**src/rtl/dual_ref_pkg.sv**
```systemverilog
package dual_ref_pkg;

  localparam int NUM_REFS = 2;

  // strobes issued by the control to the output registers
  typedef struct packed {
    logic selA;       // make reference A active, leave holdover
    logic selB;       // make reference B active, leave holdover
    logic goHold;     // enter holdover
    logic bkupOn;     // a backup is now established
    logic bkupOff;    // backup no longer present
    logic alignPulse; // request edge alignment of the new backup
  } ctlStrobe_t;

endpackage

```
**src/rtl/ref_monitor.sv**
```systemverilog
module ref_monitor #(
  parameter int CNT_W  = 16,
  parameter int GOOD_W = 4
) (
  input  logic              clk,
  input  logic              rstN,
  input  logic              refIn,
  input  logic [CNT_W-1:0]  cfgTimeout,
  input  logic [GOOD_W-1:0] cfgGood,
  output logic              refValid
);

  logic [2:0]        syncQ;
  logic              edgeSeen;
  logic              expired;
  logic [CNT_W-1:0]  gapCnt;
  logic [GOOD_W-1:0] goodCnt;

  // two synchronizing flops plus one history flop for edge detection
  always_ff @(posedge clk or negedge rstN) begin
    if (!rstN) syncQ <= '0;
    else       syncQ <= {syncQ[1:0], refIn};
  end

  assign edgeSeen = syncQ[1] & ~syncQ[2];
  assign expired  = (gapCnt == cfgTimeout);

  always_ff @(posedge clk or negedge rstN) begin
    if (!rstN) begin
      gapCnt  <= '0;
      goodCnt <= '0;
    end else if (edgeSeen) begin
      gapCnt <= '0;
      if (expired)              goodCnt <= GOOD_W'(1);
      else if (goodCnt < cfgGood) goodCnt <= goodCnt + GOOD_W'(1);
    end else begin
      if (!expired) gapCnt <= gapCnt + CNT_W'(1);
      else          goodCnt <= '0;
    end
  end

  assign refValid = !expired && (goodCnt != '0) && (goodCnt >= cfgGood);


  rise_after_edge_chk: assert property (@(posedge clk) disable iff (!rstN)
    $rose(refValid) |-> $past(edgeSeen));

endmodule

```
**src/rtl/dual_ref_datapath.sv**
```systemverilog
module dual_ref_datapath
  import dual_ref_pkg::*;
#(
  parameter int CNT_W  = 16,
  parameter int GOOD_W = 4
) (
  input  logic                clk,
  input  logic                rstN,
  input  logic [NUM_REFS-1:0] refVec,
  input  logic [CNT_W-1:0]    cfgTimeout,
  input  logic [GOOD_W-1:0]   cfgGood,
  input  ctlStrobe_t          strobe,
  output logic [NUM_REFS-1:0] refValid,
  output logic                activeSel,
  output logic                backupValid,
  output logic                holdover,
  output logic                alignReq
);

  for (genvar i = 0; i < NUM_REFS; i++) begin : g_mon
    ref_monitor #(.CNT_W(CNT_W), .GOOD_W(GOOD_W)) mon_i (
      .clk        (clk),
      .rstN       (rstN),
      .refIn      (refVec[i]),
      .cfgTimeout (cfgTimeout),
      .cfgGood    (cfgGood),
      .refValid   (refValid[i])
    );
  end

  always_ff @(posedge clk or negedge rstN) begin
    if (!rstN) begin
      activeSel   <= 1'b0;
      holdover    <= 1'b1;
      backupValid <= 1'b0;
      alignReq    <= 1'b0;
    end else begin
      if (strobe.selA) begin
        activeSel <= 1'b0;
        holdover  <= 1'b0;
      end else if (strobe.selB) begin
        activeSel <= 1'b1;
        holdover  <= 1'b0;
      end else if (strobe.goHold) begin
        holdover  <= 1'b1;
      end
      if (strobe.bkupOn)       backupValid <= 1'b1;
      else if (strobe.bkupOff) backupValid <= 1'b0;
      alignReq <= strobe.alignPulse;
    end
  end


  hold_no_bkup_chk: assert property (@(posedge clk) disable iff (!rstN)
    holdover |-> !backupValid);


  align_needs_bkup_chk: assert property (@(posedge clk) disable iff (!rstN)
    alignReq |-> (backupValid && !$past(backupValid)));

endmodule

```
**src/rtl/dual_ref_control.sv**
```systemverilog
module dual_ref_control
  import dual_ref_pkg::*;
(
  input  logic                clk,
  input  logic                rstN,
  input  logic [NUM_REFS-1:0] refValid,
  input  logic                selIn,
  input  logic                holdIn,
  input  logic                bkupIn,
  output ctlStrobe_t          strobe
);

  logic vA, vB;
  logic nextHold, nextSel, nextBkup;
  logic activeOk, otherOk;

  assign vA = refValid[0];
  assign vB = refValid[1];
  assign activeOk = selIn ? vB : vA;
  assign otherOk  = selIn ? vA : vB;

  always_comb begin
    nextHold = holdIn;
    nextSel  = selIn;
    if (holdIn) begin
      if (vA) begin
        nextHold = 1'b0;
        nextSel  = 1'b0;
      end else if (vB) begin
        nextHold = 1'b0;
        nextSel  = 1'b1;
      end
    end else if (!activeOk) begin
      if (otherOk) nextSel  = ~selIn;
      else         nextHold = 1'b1;
    end
    nextBkup = !nextHold && (nextSel ? vA : vB);
  end

  always_comb begin
    strobe            = '0;
    strobe.selA       = !nextHold && !nextSel && (holdIn || selIn);
    strobe.selB       = !nextHold && nextSel && (holdIn || !selIn);
    strobe.goHold     = nextHold && !holdIn;
    strobe.bkupOn     = nextBkup && !bkupIn;
    strobe.bkupOff    = !nextBkup && bkupIn;
    strobe.alignPulse = nextBkup && !bkupIn;
  end


  neither_to_hold_chk: assert property (@(posedge clk) disable iff (!rstN)
    (!vA && !vB) |=> holdIn);


  prio_a_chk: assert property (@(posedge clk) disable iff (!rstN)
    (holdIn && vA) |=> (!selIn && !holdIn));


  failover_chk: assert property (@(posedge clk) disable iff (!rstN)
    (!holdIn && !activeOk && otherOk) |=> (selIn != $past(selIn) && !holdIn));


  no_revert_chk: assert property (@(posedge clk) disable iff (!rstN)
    (!holdIn && activeOk) |=> ($stable(selIn) && !holdIn));

endmodule

```
**src/rtl/dual_ref_selector.sv**
```systemverilog
module dual_ref_selector
  import dual_ref_pkg::*;
#(
  parameter int CNT_W  = 16,
  parameter int GOOD_W = 4
) (
  input  logic              clk,
  input  logic              rstN,
  input  logic              refA,
  input  logic              refB,
  input  logic [CNT_W-1:0]  cfgTimeout,
  input  logic [GOOD_W-1:0] cfgGood,
  output logic              activeSel,
  output logic              backupValid,
  output logic              holdover,
  output logic              alignReq
);

  ctlStrobe_t          strobe;
  logic [NUM_REFS-1:0] refValid;

  dual_ref_datapath #(.CNT_W(CNT_W), .GOOD_W(GOOD_W)) dp_i (
    .clk         (clk),
    .rstN        (rstN),
    .refVec      ({refB, refA}),
    .cfgTimeout  (cfgTimeout),
    .cfgGood     (cfgGood),
    .strobe      (strobe),
    .refValid    (refValid),
    .activeSel   (activeSel),
    .backupValid (backupValid),
    .holdover    (holdover),
    .alignReq    (alignReq)
  );

  dual_ref_control ctl_i (
    .clk      (clk),
    .rstN     (rstN),
    .refValid (refValid),
    .selIn    (activeSel),
    .holdIn   (holdover),
    .bkupIn   (backupValid),
    .strobe   (strobe)
  );

endmodule

```
**config.mk**
```make
export PLATFORM = sky130hd
export DESIGN_NAME = dual_ref_selector
export DESIGN_NICKNAME = d
export VERILOG_FILES = /design/src/rtl/dual_ref_pkg.sv /design/src/rtl/ref_monitor.sv /design/src/rtl/dual_ref_datapath.sv /design/src/rtl/dual_ref_control.sv /design/src/rtl/dual_ref_selector.sv
export SDC_FILE = /design/constraint.sdc
export NUM_CORES = 1
export LEC_CHECK = 0
export ABC_AREA = 1
export BUFFER_PORTS_ARGS = -buffer_cell sky130_fd_sc_hd__buf_2
export CAP_MARGIN = 25
export CORE_UTILIZATION = 50
export CTS_CLUSTER_DIAMETER = 40
export DETAILED_ROUTE_END_ITERATION = 12
export PLACE_DENSITY = 0.73
export SLEW_MARGIN = 20
export SYNTH_ARGS = -nofsm -noshare
export SYNTH_HDL_FRONTEND = slang
export SYNTH_SLANG_ARGS = --single-unit
```
**constraint.sdc**
```tcl
create_clock -name clk -period 2.8 [get_ports clk]
set_clock_uncertainty 0.1 [all_clocks]
set_input_delay 0.56 -clock clk [delete_from_list [all_inputs] [get_ports clk]]
set_output_delay 0.56 -clock clk [all_outputs]
set_load 0.03 [all_outputs]
```
After elaboration in Yosys (flattened, before gate mapping) --
Cells that the tools add are included.
Storage, ports and cells: register bits 50, input bits 24, output and inout bits 4, word-level logic and storage cells 92
Cells by class: add/subtract/negate cells 4, $lt $le $gt $ge 4, equality and inequality tests 4, mux-type cells 32, bitwise operators 5, reduce and logical (&&, ||, !) cells 33
Operator list (count):
- 16-bit two-way mux | 4
- 16-bit by 1-bit adder with 16-bit output (second input constant) | 2
- 16-bit == test | 2
- 4-bit two-way mux | 8
- 1-bit two-way mux | 20
- 1-bit logical AND | 12
- 2-bit nonzero test | 6
- 4-bit by 1-bit adder with 4-bit output (second input constant) | 2
- 4-bit greater-or-equal comparator | 2
- 1-bit zero test | 8
- 4-bit less-than comparator | 2
- 4-bit nonzero test | 2
- 2-bit != test (second input constant) | 2
- 2-bit AND reduction | 2
- 1-bit inverter | 3
- 3-bit nonzero test | 1
- 1-bit AND | 2
- 1-bit logical OR | 2

Longest topological paths before layout --
Gate-level depths: netlist of the first run.
word-level depth 14, mapped depth 13, gate-level depth less buffers 13

Hierarchy --
A second synthesis of the first run with hierarchy kept.
Unflattened totals: cell total of the unflattened synthesis 632, area, all modules 3968.8 µm²
By module, submodules not included:
- ref_monitor | instances 2, cells each 304, area each 1884.3 µm², seq. area each 575.6 µm²
- dual_ref_datapath | instances 1, cells each 13, area each 141.4 µm², seq. area each 101.3 µm²
- dual_ref_control | instances 1, cells each 11, area each 58.8 µm², seq. area each 0.0 µm²

Worst setup path before layout of the first run --
OpenSTA, ideal clock, no wires.
path type in2reg, start point input port cfgGood[1], end point register dp_i.backupValid, setup time 122 ps, arrival time 1898 ps, data required time 2578 ps, setup slack 680 ps, stages on the path 13, buffers on the path 0, path through inv_1 ha_1 inv_1 nor2_1 o21ai_0 nand2_1 o21ai_0 inv_1 nand2_1 nor2_1 ha_1 nor2_1 a21oi_1
On the way: word-level cells in the longest chain between the ends 11, elaborated cells on any way between the ends 24, classes of those cells 2 x order compare; 14 x mux; 8 x reduce/logical
Ends and longest elaborated chain:
- start: declaration | RTL line dual_ref_selector.sv:12 | input logic [GOOD_W-1:0] cfgGood,
- 4-bit greater-or-equal comparator | RTL line ref_monitor.sv:42 | assign refValid = !expired && (goodCnt != '0) && (goodCnt >= cfgGood);
- 1-bit logical AND | RTL line ref_monitor.sv:42
- 1-bit two-way mux | RTL line dual_ref_control.sv:20 | assign otherOk = selIn ? vA : vB;
- 1-bit two-way mux | RTL line dual_ref_control.sv:34 | if (otherOk) nextSel = ~selIn;
- 1-bit two-way mux | RTL line dual_ref_control.sv:33 | end else if (!activeOk) begin
- 1-bit two-way mux | RTL line dual_ref_control.sv:25 | if (holdIn) begin
- 1-bit two-way mux or 1-bit zero test (tied branches) | RTL line dual_ref_control.sv:37 | nextBkup = !nextHold && (nextSel ? vA : vB);
- 1-bit logical AND (*) | RTL line dual_ref_control.sv:37
- 1-bit zero test | RTL line dual_ref_control.sv:46 | strobe.bkupOff = !nextBkup && bkupIn;
- 1-bit logical AND | RTL line dual_ref_control.sv:46
- 2-bit nonzero test (no line)
- end signal: assignment | RTL line dual_ref_datapath.sv:35 | backupValid <= 1'b0;
- end signal: assignment | RTL line dual_ref_datapath.sv:47 | if (strobe.bkupOn) backupValid <= 1'b1;
- end signal: assignment | RTL line dual_ref_datapath.sv:48 | else if (strobe.bkupOff) backupValid <= 1'b0;
- end: declaration | RTL line dual_ref_datapath.sv:15 | output logic backupValid,
Every way passes the cells marked *; elsewhere a longest branch is shown, timed or not. A chain may end at the register's enable or synchronous reset.

Worst setup path after layout of the first run --
start point register dp_i.g_mon[0].mon_i.goodCnt[1], end point register dp_i.backupValid
On the way: word-level cells in the longest chain between the ends 12, elaborated cells on any way between the ends 22, classes of those cells 1 x order compare; 12 x mux; 9 x reduce/logical
Ends and longest elaborated chain:
- start: declaration | RTL line ref_monitor.sv:17 | logic [GOOD_W-1:0] goodCnt;
- start signal: assignment | RTL line ref_monitor.sv:35 | else if (goodCnt < cfgGood) goodCnt <= goodCnt + GOOD_W'(1);
- branches (longest 2 deep; another with 4-bit greater-or-equal comparator)
- 1-bit logical AND (*) | RTL line ref_monitor.sv:42
- 1-bit two-way mux | RTL line dual_ref_control.sv:20
- 1-bit two-way mux | RTL line dual_ref_control.sv:34
- 1-bit two-way mux | RTL line dual_ref_control.sv:33
- 1-bit two-way mux | RTL line dual_ref_control.sv:25
- 1-bit two-way mux or 1-bit zero test (tied branches) | RTL line dual_ref_control.sv:37
- 1-bit logical AND (*) | RTL line dual_ref_control.sv:37
- 1-bit zero test | RTL line dual_ref_control.sv:46
- 1-bit logical AND | RTL line dual_ref_control.sv:46
- 2-bit nonzero test (no line)
Every way passes the cells marked *.

==> flow_metrics.env, run 1 <==
export IMPL_outcome="finished clean"
export IMPL_synth_seq_cells=50
export IMPL_design_die_area_um2=7380
export IMPL_yosys_cell_types_count=29
export IMPL_final_setup_worst_slack_ns=0.693
export IMPL_endpoint_kind="flip-flop"
export IMPL_ir_drop_v=0.000339
export IMPL_synth_top_family_by_area="simple AND/OR/NAND/NOR gates"
export IMPL_coreArea_um2=6790
export IMPL_cp_data_required_time_ns=2.90
export IMPL_fin_nets=583
export IMPL_dpl_cell_count=633
export IMPL_num_fill_cells=663
export IMPL_rsz0062_at_grt="no"
export IMPL_cts_resized_gates=0
export IMPL_synth_compound_area_frac=0.0555
export IMPL_initial_core_util=0.518
export IMPL_setup_violations=0
export IMPL_drv_cap=0
export IMPL_min_path_type="primary input to asynchronous set/reset pin"
export IMPL_num_io_pins=28
export IMPL_gr_total_overflow=0
export IMPL_antenna_found_initial=0
export IMPL_sequentialPowerShare=0.435
export IMPL_max_clock_path_buffers=2
export IMPL_cpPeakStageDelay_ns=0.41
export IMPL_wl_per_cell_um=12.1
export IMPL_crit_type="flip-flop to flip-flop"
export IMPL_grtUsageTotal=0.230
export IMPL_mostFrequentLayoutCell="nand2_1"
export IMPL_num_vias=3213
export IMPL_worst_path_max_delay_cell="dfrtp_1"
export IMPL_first_global_vias=2997
export IMPL_drc_errors=0
export IMPL_ys_seq_area_frac=0.356
export IMPL_pre_cts_slack_ns=0.415
export IMPL_drive_above_1_share=0.119
export IMPL_path_cells="ha_1, inv_1, nor2_1, o21ai_0, nand2_1, o21ai_0, inv_1, nand2_1, nor2_1, ha_1, nor2_1, a21oi_1"
export IMPL_synth_edf_count=0
export IMPL_viasPerCell=5.01
export IMPL_synthSimpleGateAreaFrac=0.363
export IMPL_first_pass_iters=4
export IMPL_antenna_left=0
export IMPL_cp_num_buf_inv=2
export IMPL_chipHeight_um=85.9
export IMPL_cts_buffers=5
export IMPL_crit_top_cell="nor2_1"
export IMPL_htreeDepth=2
export IMPL_fin_crit_ns=2.11
export IMPL_wl_um=7760
export IMPL_clkSinkCount=50
export IMPL_cts_hold_buf=0
export IMPL_clock_power_share=0.226
export IMPL_grt_pass1_wl_um=13500
export IMPL_max_slew_margin_rel=0.558
export IMPL_ys_warn_count=0
export IMPL_n_antenna_cell=0
export IMPL_power_leakage_nw=2.12
export IMPL_tritoncts="yes"
export IMPL_postSynthCellCount=512
export IMPL_max_freq_ghz=0.475
export IMPL_critPathMaxFanout=3
export IMPL_drtIter0Drc=132
export IMPL_syn_mean_instance_area_um2=6.87
export IMPL_synth_top_cell_area_share=0.349
export IMPL_num_rows=30
export IMPL_netSwitchingFraction=0.375
export IMPL_die_x_um=85.9
export IMPL_pwr_share_comb=0.339
export IMPL_tns_ns=0
export IMPL_switchingPower_mw=0.846
export IMPL_synth_xor_area_frac=0.0722
export IMPL_clkTransAtPathRegs_ns=0.09
export IMPL_final_cell_mix="nand2_1, inv_1, nor2_1"
export IMPL_area_growth_pct=10.3
export IMPL_arrival_ns=2.21
export IMPL_synth_mux_area_frac=0
export IMPL_p_int_mw=1.41
export IMPL_fin_cells=641
export IMPL_netlist_area_um2=3520
export IMPL_period_share=0.753
export IMPL_synth_area_leaders="dfrtp_1, nand2_1, nand3_1, xor2_1, inv_1"
export IMPL_async_flop_share=1.00
export IMPL_synth_flop_cell="dfrtp_1"
export IMPL_cp_top_family="adder cells"
export IMPL_place_port_buffers=27
export IMPL_synthAdderAreaFrac=0.0533
export IMPL_fin_util=0.571
export IMPL_slew_viol_final=0
export IMPL_hold_viol_final=0
export IMPL_worstMarginPinSlew_ns=0.663
export IMPL_synth_fp_nets=551
export IMPL_yosys_area_top_type="dfrtp_1"
export IMPL_post_cts_buffers=0
export IMPL_grt_max_degree=28
export IMPL_gp_congestion=0.925
export IMPL_startpoint_type="flip-flop"
export IMPL_clk_latency_ns=0.30
export IMPL_cts_root_buf="clkbuf_8"
export IMPL_dp_hpwl_um=5990
export IMPL_hold_ws_ns=0.180
export IMPL_powerDensity_nw_per_um2=582
==> sequential cells by signal, indices dropped and copies added, names as in the netlist <==
signal	cells
dp_i.g_mon.mon_i.syncQ	6
dp_i.backupValid	1
dp_i.activeSel	1
dp_i.holdover	1
dp_i.g_mon.mon_i.goodCnt	8
dp_i.alignReq	1
dp_i.g_mon.mon_i.gapCnt	32
==> synth_stat cells, types with 2 or more instances <==
library cell,n
nand2_1,163
inv_1,67
nor2_1,53
nand3_1,51
dfrtp_1,49
xor2_1,29
ha_1,15
o21ai_0,13
nor3_1,12
a21oi_1,9
nand4_1,9
inv_2,7
nor2_2,6
o21ai_1,5
o21ai_2,5
buf_4,3
buf_6,3
clkbuf_1,2
==> cell families (layout without fill, tap and decap cells) <==
| family | after synthesis | in the layout |
|---|---|---|
| buf+inv | 84 | 117 |
| fa+ha+maj | 15 | 15 |
| compound gates | 34 | 34 |
| flops | 50 | 50 |
| xor+xnor | 29 | 29 |
| simple gates | 300 | 300 |
==> path summary, 6_finish.rpt <==
check                                                      startpoint  depth (start not counted)                                         end  slack (ns)
max                        dp_i.g_mon[0].mon_i.goodCnt[1]$_DFFE_PN0P_                         12                dp_i.backupValid$_DFFE_PN0P_        0.69
min                                                              rstN                          1  dp_i.g_mon[0].mon_i.goodCnt[3]$_DFFE_PN0P_        0.18
max reg2reg                dp_i.g_mon[0].mon_i.goodCnt[1]$_DFFE_PN0P_                         12                dp_i.backupValid$_DFFE_PN0P_        0.69
min reg2reg                    dp_i.g_mon[0].mon_i.syncQ[0]$_DFF_PN0_                          0      dp_i.g_mon[0].mon_i.syncQ[1]$_DFF_PN0_        0.26
max in group asynchronous                                        rstN                          2                   dp_i.holdover$_DFFE_PN1P_        1.79
min in group clk               dp_i.g_mon[0].mon_i.syncQ[0]$_DFF_PN0_                          0      dp_i.g_mon[0].mon_i.syncQ[1]$_DFF_PN0_        0.26
==> stage by stage <==
stage	total power, mW	instance area, um2
2_1_floorplan	1.55	3520
3_3_place_gp	1.72	3770
3_5_place_dp	1.76	3770
4_1_cts	2.27	3880
5_1_grt	2.45	3880
6_report	2.26	3880
==> worst reg2reg max path, delay by kind of cell (launching register included) <==
family | cells | cell delay (ns)
DFF | 1 | 0.41
buffers and inverters | 2 | 0.11
adders and majority gates | 2 | 0.57
AOI/OAI and AO/OA | 3 | 0.43
and+or+nand+nor | 5 | 0.37
==> power by group through the flow <==
stage	logic (mW)	clock network [mW]	registers (mW)
floorplan	0.542	0	1.00
global placement	0.726	0	0.990
detailed placement	0.761	0	0.996
CTS	0.768	0.521	0.982
global route	0.899	0.549	1.00
finish	0.766	0.509	0.983
==> layer usage <==
metal | track usage | up-vias | part of all wire
li1 | - | 1658 | -
met2 | 0.390 | 77 | 0.48
met3 | 0.0423 | 16 | 0.041
met5 | 0 | - | 0
met1 | 0.307 | 1462 | 0.46
met4 | 0.0545 | 0 | 0.016
==> cell type report <==
type / count / area, um2 / area share
clock buffer: 6 / 72.6 / 0.0187
sequential: 50 / 1250 / 0.323
clock inverter: 2 / 37.5 / 0.00967
multi-input combinational: 378 / 1920 / 0.494
timing repair buffer: 34 / 200 / 0.0516
inverter: 75 / 282 / 0.0726
tap: 96 / 120 / 0.0310
No activity file was read; power rests on OpenSTA's default activity.
==> run 2: changes to the inputs <==
ABC_AREA = 0   (was 1)
PLACE_DENSITY = 0.77   (was 0.73)
clock period = 1.8 ns   (was 2.8 ns; I/O delays follow)
==> flow_metrics.env, run 2 <==
export IMPL_violations="setup timing"
export IMPL_async_flop_share=1.00
export IMPL_htreeDepth=2
export IMPL_cts_root_buf="clkbuf_8"
export IMPL_synth_edf_count=0
export IMPL_synth_top_cell_area_share=0.391
export IMPL_slew_viol_final=0
export IMPL_power_leakage_nw=2.16
export IMPL_cp_data_required_time_ns=1.90
export IMPL_max_slew_margin_rel=0.628
export IMPL_p_int_mw=2.95
export IMPL_top_regs="dp_i.g_mon.mon_i.gapCnt: 32 flops, dp_i.g_mon.mon_i.goodCnt: 8 flops, dp_i.g_mon.mon_i.syncQ: 6 flops"
export IMPL_num_rows=28
export IMPL_first_global_vias=3315
export IMPL_viasPerCell=6.07
export IMPL_yosys_top_cells_count="dfrtp_1, xnor2_1, a21oi_1, nand2_1, or4_1"
export IMPL_place_port_buffers=27
export IMPL_clk_latency_ns=0.32
export IMPL_num_fill_cells=320
export IMPL_area_growth_pct=56.4
export IMPL_ir_drop_v=0.000841
export IMPL_crit_type="flip-flop to flip-flop"
export IMPL_syn_mean_instance_area_um2=9.47
export IMPL_fin_crit_ns=2.34
export IMPL_drtIter0Drc=223
export IMPL_max_clock_path_buffers=2
export IMPL_wl_per_cell_um=19.1
export IMPL_ys_seq_area_frac=0.399
export IMPL_worstMarginPinSlew_ns=0.556
export IMPL_sequentialPowerShare=0.311
export IMPL_endpoint_kind="flip-flop"
export IMPL_chipHeight_um=81.2
export IMPL_clkTransAtPathRegs_ns=0.11
export IMPL_design_die_area_um2=6590
export IMPL_final_cell_mix="buf_4, dfrtp_1, buf_2"
export IMPL_gr_total_overflow=0
export IMPL_clock_power_share=0.167
export IMPL_antenna_left=0
export IMPL_initial_core_util=0.523
export IMPL_cts_buffers=5
export IMPL_yosys_cell_types_count=44
export IMPL_max_freq_ghz=0.428
export IMPL_netlist_area_um2=3140
export IMPL_synth_area_leaders="dfrtp_1, xnor2_1, ha_1, or4_1, a21oi_1"
export IMPL_synth_flop_cell="dfrtp_1"
export IMPL_first_pass_iters=5
export IMPL_fin_cells=547
export IMPL_drive_above_1_share=0.498
export IMPL_pwr_share_comb=0.522
export IMPL_hold_viol_final=0
export IMPL_setup_violations=44
export IMPL_tritoncts="yes"
export IMPL_largest_register="dp_i.g_mon.mon_i.gapCnt"
export IMPL_drv_cap=0
export IMPL_gp_congestion=0.896
export IMPL_grtUsageTotal=0.312
export IMPL_synth_most_common_cell="dfrtp_1"
export IMPL_rsz0062_at_grt="yes"
export IMPL_antenna_found_initial=0
export IMPL_synth_fp_nets=370
export IMPL_outcome="finished with violations"
export IMPL_die_x_um=81.2
export IMPL_total_power_mw=4.74
export IMPL_mostFrequentLayoutCell="buf_4"
export IMPL_startpoint_type="flip-flop"
export IMPL_arrival_ns=2.44
export IMPL_postSynthCellCount=331
export IMPL_netSwitchingFraction=0.378
export IMPL_yosys_area_top_type="dfrtp_1"
export IMPL_ys_warn_count=0
export IMPL_hold_ws_ns=0.0467
export IMPL_powerDensity_nw_per_um2=966
export IMPL_grt_max_degree=51
export IMPL_fin_nets=510
export IMPL_num_vias=3322
export IMPL_dp_hpwl_um=6050
export IMPL_final_setup_worst_slack_ns=-0.536
export IMPL_wl_um=10400
export IMPL_period_share=1.30
export IMPL_num_io_pins=28
export IMPL_switchingPower_mw=1.79
export IMPL_critPathMaxFanout=3
export IMPL_min_path_type="primary input to flip-flop"
export IMPL_drc_errors=0
export IMPL_largest_register_ffs=32
export IMPL_dpl_cell_count=508
export IMPL_n_antenna_cell=0
export IMPL_grt_pass1_wl_um=15300
export IMPL_coreArea_um2=5990
export IMPL_pre_cts_slack_ns=-0.660
export IMPL_synth_seq_cells=50
export IMPL_clkSinkCount=50
[run 2: critical path: stages, from the launching register on]
cell and delay, ns:
dfrtp_1 0.44, xnor2_1 0.22, nand4_1 0.24, nor4_4 0.40, buf_4 0.20, nor3_2 0.05, ha_1 0.28, mux2_4 0.30
[run 2: timing repair]
item                                    CTS  global route
cloned                                    3             0
buffers inserted                         21            19
hold endpoints to repair                 49             0
endpoints found under the setup margin   44            44
hold buffers                              1             0
pin swaps                                53            36
resized for setup                        70            50
[run 2: through the flow]
| stage | TNS, ns | cell area [um2] | utilization |
|---|---|---|---|
| finish | -13.98 | 4900 | 0.819 |
| global route | -16.37 | 4900 | 0.819 |
| CTS | -7.27 | 4550 | 0.759 |
| detailed placement | -13.49 | 4000 | 0.668 |
| global placement | -11.02 | 4000 | 0.668 |
| floorplan | -1.28 | 3170 | - |
[run 2: final timing paths]
path,from,endpoint,slack [ns],cells after the start
worst max-delay path,dp_i.g_mon[1].mon_i.gapCnt[4]$_DFFE_PN0P_,dp_i.backupValid$_DFFE_PN0P_,-0.54,7
max in group asynchronous,rstN,dp_i.holdover$_DFFE_PN1P_,0.85,3
worst max register to register,dp_i.g_mon[1].mon_i.gapCnt[4]$_DFFE_PN0P_,dp_i.backupValid$_DFFE_PN0P_,-0.54,7
worst min register to register,dp_i.g_mon[0].mon_i.syncQ[0]$_DFF_PN0_,dp_i.g_mon[0].mon_i.syncQ[1]$_DFF_PN0_,0.25,0
min in group asynchronous,rstN,dp_i.g_mon[1].mon_i.gapCnt[5]$_DFFE_PN0P_,0.45,3
worst min-delay path,refB,dp_i.g_mon[1].mon_i.syncQ[0]$_DFF_PN0_,0.05,1
[run 2: layout make-up]
cell class	instances	area [um2]	area share
multi-input cells	251	2230	0.455
repair buffers	145	1150	0.234
flip-flops and latches	50	1250	0.256
clock buffers	8	110	0.0225
well taps	75	93.8	0.0191
inverters	18	67.6	0.0138
[run 2: cell families (layout without fill, tap and decap cells)]
group           Yosys count  count (layout)  synth area share
simple gates            114             114             0.211
compound gates           80              80             0.162
flops                    50              50             0.399
xor+xnor                 34              34            0.0974
buf+inv                  30             171            0.0447
fa+ha+maj                15              15            0.0599
mux                       8               8            0.0259
[run 2: power by group through the flow]
stage / combinational (mW) / clock (mW) / sequential, mW
CTS: 2.19 / 0.787 / 1.45
global route: 2.66 / 0.833 / 1.49
detailed placement: 1.89 / 0 / 1.46
finish: 2.47 / 0.794 / 1.47
floorplan: 0.945 / 0 / 1.56
global placement: 1.79 / 0 / 1.46
[run 2: layer usage]
metal | routed length [um] | part of all wire | up-vias | track usage
met5 | 0 | 0 | - | 0
met4 | 349 | 0.033 | 0 | 0.120
met3 | 554 | 0.053 | 37 | 0.0562
met2 | 5390 | 0.52 | 142 | 0.554
met1 | 4130 | 0.40 | 1636 | 0.371
li1 | - | - | 1507 | -
